[config.mk]
export PLATFORM = sky130hd
export DESIGN_NAME = slot_irq_hub
export DESIGN_NICKNAME = d
export VERILOG_FILES = /design/src/rtl/slot_irq_pkg.sv /design/src/rtl/slot_irq_sync.sv /design/src/rtl/slot_irq_core.sv /design/src/rtl/slot_irq_regs.sv /design/src/rtl/slot_irq_hub.sv
export SDC_FILE = /design/constraint.sdc
export NUM_CORES = 1
export LEC_CHECK = 0
export BUFFER_PORTS_ARGS = -buffer_cell sky130_fd_sc_hd__buf_2
export CORE_AREA = 2 2 87 89
export CTS_CLUSTER_SIZE = 24
export DETAILED_ROUTE_END_ITERATION = 8
export DIE_AREA = 0 0 89 91
export PLACE_DENSITY = 0.77
export SKIP_CTS_REPAIR_TIMING = 1
export SYNTH_ARGS = -nofsm -noshare
export SYNTH_HDL_FRONTEND = slang
export SYNTH_SLANG_ARGS = --single-unit
[constraint.sdc]
create_clock -name clk -period 2 [get_ports clk]
set_input_delay 0.4 -clock clk [delete_from_list [all_inputs] [get_ports clk]]
set_output_delay 0.4 -clock clk [all_outputs]
set_load 0.02 [all_outputs]
[src/rtl/slot_irq_pkg.sv]
package slot_irq_pkg;
   localparam int LINES_PER_SLOT = 2;
   localparam int CTL_W          = 8;
   localparam int REG_W          = 16;
   // control byte fields
   localparam int CTL_EDGE_LSB   = 4;
   localparam int CTL_EN_LSB     = 6;
   // status word fields
   localparam int ST_ERR_LSB     = 8;
   localparam int ST_TMO_LSB     = 12;
   // register window (byte offsets)
   localparam int OFF_REV        = 'h00;
   localparam int OFF_CTL0       = 'h02;
   localparam int OFF_RST        = 'h0A;
   localparam int OFF_STAT       = 'h0C;
   // acknowledge offsets in the interrupt space
   localparam int ACK_LINE0      = 0;
   localparam int ACK_LINE1      = 2;
endpackage

[src/rtl/slot_irq_sync.sv]
module slot_irq_sync #(
   parameter int WIDTH  = 8,
   parameter int STAGES = 2
) (
   input  logic             clk,
   input  logic             rst_n,
   input  logic [WIDTH-1:0] din,
   output logic [WIDTH-1:0] dout
);
   logic [WIDTH-1:0] stage_q [STAGES];

   always_ff @(posedge clk or negedge rst_n) begin
      if (!rst_n) begin
         for (int s = 0; s < STAGES; s++) stage_q[s] <= '0;
      end else begin
         stage_q[0] <= din;
         for (int s = 1; s < STAGES; s++) stage_q[s] <= stage_q[s-1];
      end
   end

   assign dout = stage_q[STAGES-1];
endmodule

[src/rtl/slot_irq_core.sv]
module slot_irq_core #(
   parameter int NL = 8
) (
   input  logic          clk,
   input  logic          rst_n,
   input  logic [NL-1:0] line_sync,
   input  logic [NL-1:0] line_en,
   input  logic [NL-1:0] line_edge,
   output logic [NL-1:0] line_stat,
   output logic          host_irq
);
   logic [NL-1:0] stat_q;
   logic [NL-1:0] rise;
   logic          pulse_q;
   logic          level_any;

   // rising status of an enabled edge-selected line
   for (genvar k = 0; k < NL; k++) begin : g_rise
      assign rise[k] = line_en[k] & line_edge[k] & line_sync[k] & ~stat_q[k];
   end

   always_ff @(posedge clk or negedge rst_n) begin
      if (!rst_n) begin
         stat_q  <= '0;
         pulse_q <= 1'b0;
      end else begin
         stat_q  <= (stat_q & ~line_en) | (line_sync & line_en);
         pulse_q <= |rise;
      end
   end

   assign level_any = |(stat_q & ~line_edge);
   assign host_irq  = level_any ^ pulse_q;
   assign line_stat = stat_q;
endmodule

[src/rtl/slot_irq_regs.sv]
module slot_irq_regs
   import slot_irq_pkg::*;
#(
   parameter int NUM_SLOTS = 4,
   parameter int ADDR_W    = 8,
   parameter int ACK_OFF_W = 6
) (
   input  logic                            clk,
   input  logic                            rst_n,
   input  logic                            reg_wr,
   input  logic                            reg_rd,
   input  logic [ADDR_W-1:0]               reg_addr,
   input  logic [REG_W-1:0]                reg_wdata,
   output logic [REG_W-1:0]                reg_rdata,
   input  logic                            ack_rd,
   input  logic [1:0]                      ack_slot,
   input  logic [ACK_OFF_W-1:0]            ack_off,
   input  logic [NUM_SLOTS-1:0]            slot_tmo,
   input  logic [NUM_SLOTS*LINES_PER_SLOT-1:0] line_stat,
   input  logic [NUM_SLOTS*LINES_PER_SLOT-1:0] line_edge,
   output logic [NUM_SLOTS*CTL_W-1:0]      ctrl_flat,
   output logic [NUM_SLOTS-1:0]            tmo_q,
   output logic [NUM_SLOTS*LINES_PER_SLOT-1:0] mod_clr
);
   localparam int NL = NUM_SLOTS * LINES_PER_SLOT;

   logic             stat_wr;
   logic [REG_W-1:0] stat_word;
   logic [REG_W-1:0] rd_val;
   logic [NL-1:0]    clr_d;
   logic             ack_hit;
   logic [3:0]       wdata_unused;

   assign stat_wr      = reg_wr && (reg_addr == ADDR_W'(OFF_STAT));
   assign wdata_unused = reg_wdata[ST_ERR_LSB +: 4];

   // per-slot control bytes and timeout flags
   for (genvar n = 0; n < NUM_SLOTS; n++) begin : g_slot
      localparam logic [ADDR_W-1:0] CTL_OFF = ADDR_W'(OFF_CTL0 + 2*n);
      logic [CTL_W-1:0] ctl_q;

      always_ff @(posedge clk or negedge rst_n) begin
         if (!rst_n)                             ctl_q <= '0;
         else if (reg_wr && reg_addr == CTL_OFF) ctl_q <= reg_wdata[CTL_W-1:0];
      end

      always_ff @(posedge clk or negedge rst_n) begin
         if (!rst_n)                                  tmo_q[n] <= 1'b0;
         else if (slot_tmo[n])                        tmo_q[n] <= 1'b1;
         else if (stat_wr && reg_wdata[ST_TMO_LSB+n]) tmo_q[n] <= 1'b0;
      end

      assign ctrl_flat[n*CTL_W +: CTL_W] = ctl_q;
   end

   always_comb begin
      stat_word                          = '0;
      stat_word[NL-1:0]                  = line_stat;
      stat_word[ST_TMO_LSB +: NUM_SLOTS] = tmo_q;
   end

   always_comb begin
      rd_val = '0;
      if (reg_addr == ADDR_W'(OFF_STAT)) rd_val = stat_word;
      for (int n = 0; n < NUM_SLOTS; n++) begin
         if (reg_addr == ADDR_W'(OFF_CTL0 + 2*n))
            rd_val = {{(REG_W-CTL_W){1'b0}}, ctrl_flat[n*CTL_W +: CTL_W]};
      end
   end

   assign ack_hit = ack_rd && (ack_off == ACK_OFF_W'(ACK_LINE0) ||
                               ack_off == ACK_OFF_W'(ACK_LINE1));

   always_comb begin
      clr_d = stat_wr ? reg_wdata[NL-1:0] : '0;
      for (int k = 0; k < NL; k++) begin
         if (ack_hit && int'(ack_slot) == k / LINES_PER_SLOT &&
             int'(ack_off[1]) == k % LINES_PER_SLOT &&
             line_stat[k] && !line_edge[k])
            clr_d[k] = 1'b1;
      end
   end

   always_ff @(posedge clk or negedge rst_n) begin
      if (!rst_n) begin
         reg_rdata <= '0;
         mod_clr   <= '0;
      end else begin
         if (reg_rd) reg_rdata <= rd_val;
         mod_clr <= clr_d;
      end
   end
endmodule

[src/rtl/slot_irq_hub.sv]
module slot_irq_hub
   import slot_irq_pkg::*;
#(
   parameter int NUM_SLOTS   = 4,
   parameter int SYNC_STAGES = 2,
   parameter int ADDR_W      = 8,
   parameter int ACK_OFF_W   = 6
) (
   input  logic                   clk,
   input  logic                   rst_n,
   input  logic                   reg_wr,
   input  logic                   reg_rd,
   input  logic [ADDR_W-1:0]      reg_addr,
   input  logic [15:0]            reg_wdata,
   output logic [15:0]            reg_rdata,
   input  logic                   ack_rd,
   input  logic [1:0]             ack_slot,
   input  logic [ACK_OFF_W-1:0]   ack_off,
   input  logic [2*NUM_SLOTS-1:0] mod_irq,
   input  logic [NUM_SLOTS-1:0]   slot_tmo,
   output logic [2*NUM_SLOTS-1:0] mod_clr,
   output logic                   host_irq
);
   localparam int NL = NUM_SLOTS * LINES_PER_SLOT;

   if (NUM_SLOTS < 1 || NUM_SLOTS > 4) begin : g_bad_slots
      $error("NUM_SLOTS must lie in 1..4 to fit the status word");
   end
   if (SYNC_STAGES < 2) begin : g_bad_sync
      $error("SYNC_STAGES must be at least 2");
   end
   if (ADDR_W < 4) begin : g_bad_addr
      $error("ADDR_W too narrow for the register window");
   end
   if (ACK_OFF_W < 2) begin : g_bad_ack
      $error("ACK_OFF_W too narrow for acknowledge offsets");
   end

   logic [NL-1:0]              line_sync;
   logic [NL-1:0]              line_en;
   logic [NL-1:0]              line_edge;
   logic [NL-1:0]              line_stat;
   logic [NUM_SLOTS-1:0]       tmo_q;
   logic [NUM_SLOTS*CTL_W-1:0] ctrl_flat;
   logic [NUM_SLOTS*4-1:0]     ctrl_misc_unused;

   // split each control byte into per-line enable and edge select
   for (genvar n = 0; n < NUM_SLOTS; n++) begin : g_ctl
      for (genvar i = 0; i < LINES_PER_SLOT; i++) begin : g_line
         assign line_en[n*LINES_PER_SLOT+i]   = ctrl_flat[n*CTL_W + CTL_EN_LSB + i];
         assign line_edge[n*LINES_PER_SLOT+i] = ctrl_flat[n*CTL_W + CTL_EDGE_LSB + i];
      end
      assign ctrl_misc_unused[n*4 +: 4] = ctrl_flat[n*CTL_W +: 4];
   end

   slot_irq_sync #(.WIDTH(NL), .STAGES(SYNC_STAGES)) u_sync (
      .clk  (clk),
      .rst_n(rst_n),
      .din  (mod_irq),
      .dout (line_sync)
   );

   slot_irq_core #(.NL(NL)) u_core (
      .clk      (clk),
      .rst_n    (rst_n),
      .line_sync(line_sync),
      .line_en  (line_en),
      .line_edge(line_edge),
      .line_stat(line_stat),
      .host_irq (host_irq)
   );

   slot_irq_regs #(.NUM_SLOTS(NUM_SLOTS), .ADDR_W(ADDR_W), .ACK_OFF_W(ACK_OFF_W)) u_regs (
      .clk      (clk),
      .rst_n    (rst_n),
      .reg_wr   (reg_wr),
      .reg_rd   (reg_rd),
      .reg_addr (reg_addr),
      .reg_wdata(reg_wdata),
      .reg_rdata(reg_rdata),
      .ack_rd   (ack_rd),
      .ack_slot (ack_slot),
      .ack_off  (ack_off),
      .slot_tmo (slot_tmo),
      .line_stat(line_stat),
      .line_edge(line_edge),
      .ctrl_flat(ctrl_flat),
      .tmo_q    (tmo_q),
      .mod_clr  (mod_clr)
   );
endmodule

==> flow_summary.toml <==
[yosys]
synth.most_common_cell = "sky130_fd_sc_hd__dfrtp_1"
synth.lib_cells_used.distinct = 39
synth_seq_area_share_pct = 58.19
synth_commonest_cells = "81 x sky130_fd_sc_hd__dfrtp_1, 37 x sky130_fd_sc_hd__mux2_2, 16 x sky130_fd_sc_hd__a21oi_1"
yosys_register_bits = 81
synth_top_cell_area_share_pct = 58.19
synth_warnings = 0
share_of_flip_flops_with_an_asynchronous_set_or_reset_pct = 100.0
ys.flop_type = "sky130_fd_sc_hd__dfrtp_1"
synth_area_per_cell_sq_um = 12.62
syn_inst = 276
syn-cell-area_sq_um = 3483
leading_cell_types_by_total_area_after_synthesis = "sky130_fd_sc_hd__dfrtp_1 58%, sky130_fd_sc_hd__mux2_2 12%, sky130_fd_sc_hd__a21o_1 2.4%"
yosysTopAreaCell = "sky130_fd_sc_hd__dfrtp_1"
edff_count_synth = 0

[sta]
hold_viol = 0
timing.final.crit_period_ns = 2.092
finalWorstSetupSlack_ns = -0.09195
grt_setup_unrepaired = "yes"
setup_viol_count_final = 1
worst_slew_pin_slew_ns = 0.5282
hold_slack_ns = 0.0008717
final.period_utilization_pct = 104.6
number_of_max_slew_violations_in_the_final_report = 0
finalClockSkew_ns = 0.006116
maxClockFrequency_mhz = 478.0
relSlewSlack_pct = 64.33

[routing]
route.detailed.wl_per_inst_um = 18.32
final_antenna_net_count = 0
finalWirelength_mm = 8.537
routed-via-count = 2703
detailedRoute.firstIterationViolations = 182
detail_route.vias_per_cell = 5.800
firstDrtPassIters = 5
drcViolationCount = 0

[setup_path]
worstPathRequired_ns = 1.60
r2r_start = "u_regs.g_slot[2].ctl_q[5]"
cells_along_the_critical_path = "nand2b_4 -> nand4_1 -> nor4_2 -> xnor2_1 -> buf_4"
startpoint = "u_regs.g_slot[1].ctl_q[5]"
slowest_stage = "sky130_fd_sc_hd__dfrtp_1"
critical_path_buf_inv_count = 1
critical-path-max-stage-delay_ns = 0.41
crit_arrival_ns = 1.69
worstSetupEndpointType = "primary output"
cp-start-kind = "register"
path_class = "reg2out"
critPathMaxFanout = 4
worstReg2RegEnd = "u_regs.mod_clr[5]"
worstRegToRegCells = 2
regToRegSetupSlack_ns = 0.74
path_delay_family = "simple AND/OR/NAND/NOR gates"

[outcome]
violations_in_the_final_reports = "negative setup slack"
status = "finished, violations left"

[global_routing]
grt_overflow = 0
gr_usage_total_pct = 21.70
grt_pass1_wl_mm = 12.83
grt_pass1_vias = 2572
initial_antenna_violation_count = 0
grt_max_degree = 39

[place]
post-place-ws_ns = -0.1552
post-dp-hpwl_mm = 5.804
placed_cells_incl_taps = 443
io_buffers = 65
rd_place_congestion = 0.8998

[run]
cap_viol_max_count = 0

[cts]
ctsRootBufferMaster = "sky130_fd_sc_hd__clkbuf_8"
numClockSinks = 81
clock_insertion_delay_at_the_later_pin_of_the_skew_report_ns = 0.36
cts_htree_levels = 3
clock_tree.buffer_depth = 2
clk_pin_slew_ns = 0.08
tritoncts.num_buffers = 9
clock_tree_from_tritoncts = "built"

[power]
power.density_cell_area_nw_per_um2 = 856.9
vdd_ir_drop_max_v = 0.0005021
p_leak_nw = 2.091

[floorplan]
core.rowCount = 31
num_io_pins = 74
core_region_area_sq_um = 7137
die_width_um = 89
die_height_um = 91
dieArea_sq_um = 8099
initial_core_util_pct = 48.81

[final_layout]
area.growth.synth_to_final_pct = 23.81
final_layout_size_suffix_gt1_share_pct = 40.87
ant_cells = 0
finish.cell_count_without_fillers = 466
fin_nets = 411

[worst_hold_path]
hold_class = "in2async"
layout make-up:
type | instances | area (sq um)
Sequential cell | 81 | 2027
Tap cell | 99 | 123.9
Fill cell | 607 | 2824
Clock inverter | 5 | 77.57
Inverter | 12 | 45.04
Multi-Input combinational cell | 172 | 1375
Timing Repair Buffer | 86 | 513.0
Clock buffer | 11 | 151.4
how the worst max path moves through the flow:
stage / to / cells past startpoint
after global routing: host_irq / 5
after global placement: u_regs.g_slot[3].ctl_q[1] / 5
after floorplan: u_regs.g_slot[3].ctl_q[1] / 4
after detailed placement: u_regs.g_slot[3].ctl_q[1] / 5
after CTS: host_irq / 5
final: host_irq / 5
layer usage:
layer / wire length [um] / global-route usage [%] / part of all wire (%) / vias up
met3: 655 / 5.636 / 7.7 / 28
met4: 246 / 10.32 / 2.9 / 0
met1: 3467 / 28.59 / 41 / 1326
li1: - / - / - / 1198
met5: 0 / 0 / 0 / -
met2: 4168 / 33.27 / 49 / 151
sequential cells by signal, summed over array words and instances, names as in the netlist, named ones only:
register             flops
u_sync.dout              8
u_core.pulse_q           1
u_regs.tmo_q             4
u_regs.g_slot.ctl_q     32
u_sync.stage_q           8
u_regs.reg_rdata        12
u_regs.mod_clr           8
power breakdown:
part | switching [mW] | leakage, nW | internal, mW
Clock | 0.574 | 0.115 | 0.766
Sequential | 0.0983 | 1.06 | 1.75
Combinational | 0.258 | 0.920 | 0.251
Total | 0.930 | 2.09 | 2.77
cells by family after synthesis:
family                 after synthesis  share of synthesized area, %
multiplexers                        39                         12.61
buffers and inverters               26                         3.268
other                                1                        0.1077
AND/OR/NAND/NOR                     61                         11.89
flip-flops                          81                         58.19
XOR/XNOR                             1                        0.2515
AO/OA/AOI/OAI                       67                         13.69
stage by stage:
step           util (%)  TNS (ns)  power (mW)  area, sq um
2_1_floorplan         -         0       2.104         3495
3_3_place_gp      56.15    -2.867       2.282         4008
3_5_place_dp      56.15    -3.624       2.298         4008
4_1_cts           59.36  -0.09616       3.639         4237
5_1_grt           60.43   -0.1868       3.851         4313
6_report          60.43  -0.09195       3.696         4313
placed cells by master (no fill, tap or decap), drive strengths merged, types with 4 or more instances in the layout:
cell type / n
a21o: 11
a21oi: 16
a221oi: 8
a32o: 5
buf: 86
clkbuf: 11
conb: 4
dfrtp: 81
inv: 12
mux2: 39
nand2: 14
nand2b: 6
nand4b: 7
nor2b: 4
nor3b: 10
o21ai: 11
o221ai: 8
Note: power is estimated with default switching activity, not from simulation.
